[src/rtl/rx_special_detect.sv]
module rx_special_detect #(
  parameter int DATA_W = 8
) (
  input  logic              clk,
  input  logic              rst_n,
  input  logic              rx_valid,
  input  logic [DATA_W-1:0] rx_data,
  input  logic              rx_perr,
  input  logic              rx_ferr,
  input  logic [DATA_W-1:0] match_val,
  input  logic              enh_en,
  input  logic              det_en,
  input  logic              irq_en,
  input  logic              stat_rd,
  output logic              match_flag,
  output logic              irq,
  output logic              hold_wr,
  output logic [DATA_W-1:0] hold_data,
  output logic              hold_perr,
  output logic              hold_ferr
);

  logic hit;

  // error bits deliberately excluded from the compare
  assign hit = rx_valid & enh_en & det_en & (rx_data == match_val);

  always_ff @(posedge clk or negedge rst_n) begin
    if (!rst_n) match_flag <= 1'b0;
    else        match_flag <= hit | (match_flag & ~stat_rd);
  end

  assign irq = match_flag & irq_en & enh_en;

  always_ff @(posedge clk or negedge rst_n) begin
    if (!rst_n) begin
      hold_wr   <= 1'b0;
      hold_data <= '0;
      hold_perr <= 1'b0;
      hold_ferr <= 1'b0;
    end else begin
      hold_wr   <= rx_valid;
      hold_data <= rx_data;
      hold_perr <= rx_perr;
      hold_ferr <= rx_ferr;
    end
  end

endmodule

[config.mk]
export PLATFORM = sky130hd
export DESIGN_NAME = rx_special_detect
export DESIGN_NICKNAME = d
export VERILOG_FILES = /design/src/rtl/rx_special_detect.sv
export SDC_FILE = /design/constraint.sdc
export NUM_CORES = 1
export LEC_CHECK = 0
export CORE_MARGIN = 3
export CORE_UTILIZATION = 28
export CTS_CLUSTER_SIZE = 28
export DETAILED_ROUTE_END_ITERATION = 16
export GPL_ROUTABILITY_DRIVEN = 0
export GPL_TIMING_DRIVEN = 0
export PLACE_DENSITY = 0.75
export SYNTH_ARGS = -nofsm -noshare
export SYNTH_HDL_FRONTEND = slang
export SYNTH_SLANG_ARGS = --single-unit
[constraint.sdc]
create_clock -name clk -period 1 [get_ports clk]
set_clock_uncertainty 0.05 [all_clocks]
set_input_delay 0.3 -clock clk [delete_from_list [all_inputs] [get_ports clk]]
set_output_delay 0.3 -clock clk [all_outputs]
set_load 0.02 [all_outputs]
# Word-level counts from Yosys, hierarchy flattened

Index checks and enable logic that the tools add are counted.

Register bits after elaboration: 12
Input port bits: 25
Output and inout port bits: 13
Word-level logic and storage cells: 14

Equality and inequality tests: 1
Bitwise logic cells: 8

Operators by type and width:

| kind        | number |
|---|---|
| $eq 8x8->1  | 1 |
| $and 1x1->1 | 6 |
| $not 1->1   | 1 |
| $or 1x1->1  | 1 |

# Longest topological paths before layout

Gate-level depths: netlist (run 1).

Depth in word-level cells: 4
Depth in mapped cells: 3
Depth with buffers taken out: 3

# Least setup slack after synthesis (run 1)

No wires, ideal clock.

Path type: flip-flop to output port
Start: register match_flag
End: output port irq
Arrival time: 739 ps
Setup slack: -89 ps
Stages on the path, launching flop included: 2
Cell sequence: dfrtp_1 > and3_1

Word-level cells in the longest chain between the ends: 2

RTL lines:

| element                  | line | RTL |
|---|---|---|
| from (decl)              | 15   | `output logic match_flag,` |
| from (signal assigned)   | 30   | `else match_flag <= hit \| (match_flag & ~stat_rd);` |
| $and 1x1->1 (2 in a row) | 33   | `assign irq = match_flag & irq_en & enh_en;` |
| to (decl)                | 16   | `output logic irq,` |

No other way between the ends.

# Worst setup path in the final report (run 1)

Same ends and word-level chain as after synthesis.

==> results of run 1 <==
==> synth_stat cells (all sizes together) <==
cell type,instances
xnor2,8
nand3,1
nand2b,1
o31ai,1
nand4,2
and3,1
dfrtp,12
==> flip-flops by register name, indices dropped and copies added, names as in the netlist <==
signal      count
hold_data       8
hold_ferr       1
hold_perr       1
hold_wr         1
match_flag      1
==> logic make-up (layout without fill, tap and decap cells) <==
kind of cell           after synthesis  after routing  share of synthesized area [%]
AO/OA/AOI/OAI                        1              1                           3.03
flip-flops                          12             12                           72.7
buffers and inverters                0             41                              0
XOR/XNOR                             8              8                           17.0
AND/OR/NAND/NOR                      5              5                           7.27
==> worst max path at each step <==
stage,slack (ns),depth (start not counted),end,from
3_5_place_dp,-0.90,3,irq,enh_en
2_1_floorplan,0.009,1,irq,match_flag$_DFF_PN0_
5_1_grt,-0.33,2,irq,match_flag$_DFF_PN0_
4_1_cts,-0.32,2,irq,match_flag$_DFF_PN0_
3_3_place_gp,-0.89,3,irq,enh_en
6_report,-0.30,2,irq,match_flag$_DFF_PN0_
==> metrics by stage <==
stage	setup WS (ns)	cell area [sq um]	utilization [%]
2_1_floorplan	0.00899	419	-
5_1_grt	-0.333	832	61.6
4_1_cts	-0.323	832	61.6
6_report	-0.301	832	61.6
3_3_place_gp	-0.895	808	59.9
3_5_place_dp	-0.896	808	59.9
==> cell type report <==
type | count | area share (%)
clock buffers | 4 | 4.36
multi-input cells | 14 | 14.1
flip-flops and latches | 12 | 36.2
well taps | 15 | 2.26
repair buffers | 37 | 43.0
==> routing by layer <==
metal  track usage [%]  wire length (um)
met1              15.4               429
met2              24.7               640
met4              9.04                 8
met5                 0                 0
met3              4.47                90
==> what timing repair did <==
action | CTS | global route
gates resized for setup | 94 | 0
setup buffers | 0 | 0
cloned | 0 | 0
setup endpoints to repair | 14 | 14
pin swaps | 11 | 1
==> where the power goes <==
group	switching, mW	internal [mW]
registers	0.0106	0.508
logic	0.0837	0.122
clock network	0.150	0.221
==> layout by cell type (no fill, tap or decap) <==
cell type	count
sky130_fd_sc_hd__and3_4	1
sky130_fd_sc_hd__buf_2	1
sky130_fd_sc_hd__buf_6	12
sky130_fd_sc_hd__clkbuf_4	3
sky130_fd_sc_hd__clkbuf_8	1
sky130_fd_sc_hd__clkdlybuf4s50_1	6
sky130_fd_sc_hd__dfrtp_1	11
sky130_fd_sc_hd__dfrtp_2	1
sky130_fd_sc_hd__dlygate4sd2_1	18
sky130_fd_sc_hd__nand2b_1	1
sky130_fd_sc_hd__nand3_1	1
sky130_fd_sc_hd__nand4_1	2
sky130_fd_sc_hd__o31ai_2	1
sky130_fd_sc_hd__xnor2_1	8
==> reports/metrics.sh, run 1 <==
CORE_AREA_SQ_MM=0.00135
SLEW_HEADROOM_PCT=65.2
WORST_SLACK_NS=-0.301
FINAL_MIN_PERIOD_OVER_CLOCK_PERIOD_PCT=130
CLK_TRANSITION_REPORTED_PATHS_NS=0.07
ROUTED_VIA_DENSITY=4.50
TRITONCTS.NUM_BUFFERS=3
SYNTHESIS.INSTANCES=26
SETUP_FAILING_EPS_FINAL=13
DRT_PASS1_ITERATIONS=2
ANTENNA_LEFT=0
INITIAL_CORE_UTIL_PCT=30.6
CLOCKBUFFERDEPTH=2
WIRE_LENGTH_PER_CELL_UM=14.3
YOSYS_WARNINGS=0
MULTI_INPUT_AREA_SQ_UM=118
TIMING_WORST_SLEW_PIN_VALUE_NS=0.520
GLOBAL_ROUTE.USAGE.TOTAL_PCT=14.5
N_FILL_CELL=115
DIEAREA_SQ_MM=0.00197
RR_STARTPOINT='match_flag$_DFF_PN0_'
WORST-ENDPOINT-ARRIVAL_NS=0.95
SYNTH-SEQ-CELLS=12
VIAS=369
SYNTH_TOP_CELL_AREA_SHARE_PCT=72.7
RUN_STATUS='finished, violations left'
YS_TYPES=7
TIMING.RR.END='match_flag$_DFF_PN0_'
PORT-BUFFER-COUNT=37
CTS.HOLD.BUFFERS_ADDED=0
FAILING_CHECKS='setup timing'
DRT_ITER0_DRC=1
DETAIL_ROUTE.DRC_VIOLATIONS=0
SLOWEST_DELAY_NS=0.42
IOS=38
LEAKAGE_nW=0.385
CP_SLOWEST_CELL='sky130_fd_sc_hd__dfrtp_2'
AREA_GROWTH_PCT=102
CRITPATHKIND='reg -> out'
GR-TOTAL-OVERFLOW=0
MAX-CAP-VIOLATIONS=0
CTS.HTREE.LEVELS=1
HP-START='rx_data[4]'
WORSTPATHBUFFERINVERTERCOUNT=1
CLK_ROOT_BUFFER_CELL='sky130_fd_sc_hd__clkbuf_4'
R2R_SETUP_SLACK_NS=0.27
SYN_AREA_PER_CELL_SQ_UM=15.9
GRT_MAX_DEGREE=13
N_ANTENNA_CELL=0
CLKLATENCYLATEPIN_NS=0.26
MAXIMUM_IR_DROP_ON_THE_VDD_RAIL_mV=0.797
FINALNETCOUNT=93
HOLDCRITPATHCLASS='in -> reg'
NUMBER_OF_ANTENNA_VIOLATIONS_AT_THE_FIRST_CHECK_IN_GLOBAL_ROUTING=0
CRITICAL_PATH.CELL_CHAIN='and3_4 > buf_6'
PLACEDCELLCOUNT=78
HOLDPATHEND='hold_data[4]$_DFF_PN0_'
FINISH.CELL_COUNT_WITHOUT_FILLERS=82
CP.REQUIRED_NS=0.65
FINAL.SETUP.TNS_NS=-1.82
CRITICAL_PATH.STARTPOINT_TYPE='flip-flop'
RSZ0062_AT_GRT='true'
POST_SYNTH_MAIN_AREA_CONTRIBUTORS='sky130_fd_sc_hd__dfrtp_1, sky130_fd_sc_hd__xnor2_1, sky130_fd_sc_hd__nand4_1'
FIRST_GLOBAL_VIAS=402
SYNTH.YOSYS.SEQ_AREA_SHARE_PCT=72.7
TOT_PWR_mW=1.09
POWER_PER_CELL_AREA_mW_PER_MM2=1310
FINALWORSTPATHREQUIREDPERIOD_NS=1.30
SYNTH_FP_NETS=51
FIN_HOLD_WS_NS=0.249
HOLD_FAILS_FINAL_RPT=0
TIMING.CRITICAL_PATH.MAX_DELAY_FAMILY='flip-flops'
MAPPEDNETLISTAREA_SQ_UM=413
CRITICAL_PATH.MAX_FANOUT=3
DIE_HEIGHT_UM=44.4
HOLD_PATH_DEPTH=1
CTS_NUM_SINKS=12
CTS_TREE='built'
PINS_OVER_SLEW_LIMIT=0
GRT_FIRST_PASS_WIRELENGTH_UM=1970
ROUTED_WIRELENGTH_UM=1170
POST-SYNTH-TOP-AREA-CELL='sky130_fd_sc_hd__dfrtp_1'
FMAX_MHz=768
POST_ROUTE_CELLS_DRIVE_ABOVE_1_SHARE_PCT=29.9
FLOORPLAN.ROWS=13
TIMING.CRITICAL_PATH.TO_TYPE='output pin'
REGISTER_AREA_SQ_UM=302
DIE_WIDTH_UM=44.4
FF2FF_PATH_DEPTH=2
No activity file was read; power rests on OpenSTA's default activity.
==> run 2, diff against run 1 <==
CTS_CLUSTER_SIZE = 16   (was 28)
==> results of run 2 <==
No change in the layout: final DEF, timing and power equal those of run 1.
==> run 3, diff against run 2 <==
MAX_ROUTING_LAYER = met4   (was default)
==> reports/metrics.sh, run 3 (same netlist as run 1, synthesis figures left out) <==
CLKLATENCYLATEPIN_NS=0.26  # about the same
MAX_FLOP_REGISTER='hold_data'  # unchanged
TOT_PWR_mW=1.09  # about the same
WORSTPATHBUFFERINVERTERCOUNT=1  # unchanged
PORT-BUFFER-COUNT=37  # unchanged
TIMING.CRITICAL_PATH.TO_TYPE='output pin'  # unchanged
GLOBAL_ROUTE.USAGE.MET2_PCT=24.7  # unchanged
N_ANTENNA_CELL=0  # unchanged
CLK_TRANSITION_REPORTED_PATHS_NS=0.07  # about the same
GRT_FIRST_PASS_WIRELENGTH_UM=1970  # unchanged
GLOBAL_ROUTE.USAGE.TOTAL_PCT=14.9  # was 14.5%
GRT.MET1_USAGE_PCT=15.4  # unchanged
FAILING_CHECKS='setup timing'  # unchanged
SETUP_FAILING_EPS_FINAL=13  # unchanged
CRITICAL_PATH.MAX_FANOUT=3  # unchanged
TIMING.CRITICAL_PATH.MAX_DELAY_FAMILY='flip-flops'  # unchanged
FINAL_UTIL_PCT=61.6  # unchanged
FLOORPLAN.ROWS=13  # unchanged
CTS_NUM_SINKS=12  # unchanged
CP.REQUIRED_NS=0.65  # about the same
CTS.HOLD.BUFFERS_ADDED=0  # unchanged
WIRE_LENGTH_PER_CELL_UM=14.3  # about the same
DRT_ITER0_DRC=4  # was 1
GR-TOTAL-OVERFLOW=0  # unchanged
DRT_PASS1_ITERATIONS=3  # was 2
FINISH.CELL_COUNT_WITHOUT_FILLERS=82  # unchanged
N_FILL_CELL=115  # unchanged
DIE_WIDTH_UM=44.4  # unchanged
TIMING_WORST_SLEW_PIN_VALUE_NS=0.532  # was 0.520 ns
ROUTED_WIRELENGTH_UM=1180  # was 1170 um
PLACEDCELLCOUNT=78  # unchanged
POWER_PER_CELL_AREA_mW_PER_MM2=1310  # about the same
MAXIMUM_IR_DROP_ON_THE_VDD_RAIL_mV=0.796  # was 0.797 mV
CTS_TREE='built'  # unchanged
MAX-CAP-VIOLATIONS=0  # unchanged
ROUTED_VIA_DENSITY=4.44  # was 4.50
GLOBAL_ROUTE.PEAK_USAGE_LAYER='met2'  # unchanged
CTS.HTREE.LEVELS=1  # unchanged
PINS_OVER_SLEW_LIMIT=0  # unchanged
SLOWEST_DELAY_NS=0.42  # about the same
RSZ0062_AT_GRT='true'  # unchanged
LEAKAGE_nW=0.385  # unchanged
FIRST_GLOBAL_VIAS=403  # was 402
DIEAREA_SQ_MM=0.00197  # unchanged
CRITPATHKIND='reg -> out'  # unchanged
WORST_SLACK_NS=-0.302  # was -0.301 ns
AREA_GROWTH_PCT=102  # unchanged
FINALWORSTPATHREQUIREDPERIOD_NS=1.30  # about the same
CRITICAL_PATH.STARTPOINT_TYPE='flip-flop'  # unchanged
INITIAL_CORE_UTIL_PCT=30.6  # unchanged
IOS=38  # unchanged
MOSTFREQUENTLAYOUTCELLS='sky130_fd_sc_hd__dlygate4sd2_1, sky130_fd_sc_hd__buf_6, sky130_fd_sc_hd__dfrtp_1, sky130_fd_sc_hd__xnor2_1, sky130_fd_sc_hd__clkdlybuf4s50_1'  # unchanged
LARGEST_REGISTER_FFS=8  # unchanged
VIAS=364  # was 369
CLOCKBUFFERDEPTH=2  # unchanged
TRITONCTS.NUM_BUFFERS=3  # unchanged
CLK_ROOT_BUFFER_CELL='sky130_fd_sc_hd__clkbuf_4'  # unchanged
FINAL.SETUP.TNS_NS=-1.83  # was -1.82 ns
CP_SLOWEST_CELL='sky130_fd_sc_hd__dfrtp_2'  # unchanged
NUMBER_OF_ANTENNA_VIOLATIONS_AT_THE_FIRST_CHECK_IN_GLOBAL_ROUTING=0  # unchanged
FINAL_MIN_PERIOD_OVER_CLOCK_PERIOD_PCT=130  # about the same
LEADING_CELL_TYPE_IN_THE_LAYOUT_FILL_AND_TAPS_EXCLUDED='sky130_fd_sc_hd__dlygate4sd2_1'  # unchanged
FINALNETCOUNT=93  # unchanged
ANTENNA_LEFT=0  # unchanged
GRT_MAX_DEGREE=13  # unchanged
GLOBALROUTEMET3UTIL_PCT=4.47  # unchanged
POST_ROUTE_CELLS_DRIVE_ABOVE_1_SHARE_PCT=29.9  # unchanged
FIN_HOLD_WS_NS=0.250  # was 0.249 ns
HOLD_FAILS_FINAL_RPT=0  # unchanged
RUN_STATUS='finished, violations left'  # unchanged
CRITICAL_PATH.CELL_CHAIN='and3_4 > buf_6'  # unchanged
CORE_AREA_SQ_MM=0.00135  # unchanged
FMAX_MHz=768  # about the same
HOLDCRITPATHCLASS='in -> reg'  # unchanged
SLEW_HEADROOM_PCT=64.4  # was 65.2%
DETAIL_ROUTE.DRC_VIOLATIONS=0  # unchanged
WORST-ENDPOINT-ARRIVAL_NS=0.95  # about the same
DIE_HEIGHT_UM=44.4  # unchanged
-- run 3: stage by stage --
| stage | setup WS (ns) | cell area, sq um |
|---|---|---|
| after floorplan | 0.00899 | 419 |
| after global placement | -0.895 | 808 |
| after detailed placement | -0.896 | 808 |
| after CTS | -0.323 | 832 |
| after global routing | -0.333 | 832 |
| final | -0.302 | 832 |
-- run 3: path summary, 6_finish.rpt --
kind                                            from  cells after the start  slack (ns)                     end
worst max-delay path            match_flag$_DFF_PN0_                      2       -0.30                     irq
worst min-delay path                      rx_data[4]                      1        0.25  hold_data[4]$_DFF_PN0_
worst max register to register  match_flag$_DFF_PN0_                      2        0.27    match_flag$_DFF_PN0_
worst min register to register  match_flag$_DFF_PN0_                      2        0.49    match_flag$_DFF_PN0_
max in group asynchronous                      rst_n                      1        0.19    match_flag$_DFF_PN0_
min in group asynchronous                      rst_n                      1        0.33       hold_wr$_DFF_PN0_
-- run 3: cell type report --
| class | count | area (sq um) | area share, % |
|---|---|---|---|
| timing repair buffer | 37 | 358 | 43.0 |
| sequential | 12 | 302 | 36.2 |
| multi-input combinational | 14 | 118 | 14.1 |
| clock buffer | 4 | 36.3 | 4.36 |
| tap | 15 | 18.8 | 2.26 |
-- run 3: repair_timing --
item                                    CTS  global route
pin swaps                                11             1
setup buffers                             0             0
endpoints found under the setup margin   14            14
resized for setup                        94             0
-- run 3: worst reg2reg max path, delay by kind of cell (launching register included) --
| family | cells | cell delay, ns |
|---|---|---|
| AND/OR/NAND/NOR | 1 | 0.09 |
| flip-flops | 1 | 0.42 |
| AO/OA/AOI/OAI | 1 | 0.06 |
-- run 3: per-layer routing --
| metal | vias to the layer above | part of all wire [%] |
|---|---|---|
| met5 | - | 0 |
| met4 | 0 | 1.4 |
| met3 | 2 | 7.7 |
| met2 | 18 | 54 |
| met1 | 176 | 37 |
| li1 | 168 | - |
-- run 3: power by group --
group	switching, mW	total (mW)	leakage [nW]	internal [mW]
Sequential	0.0106	0.518	0.140	0.508
Combinational	0.0838	0.205	0.224	0.122
Clock	0.149	0.370	0.0210	0.221
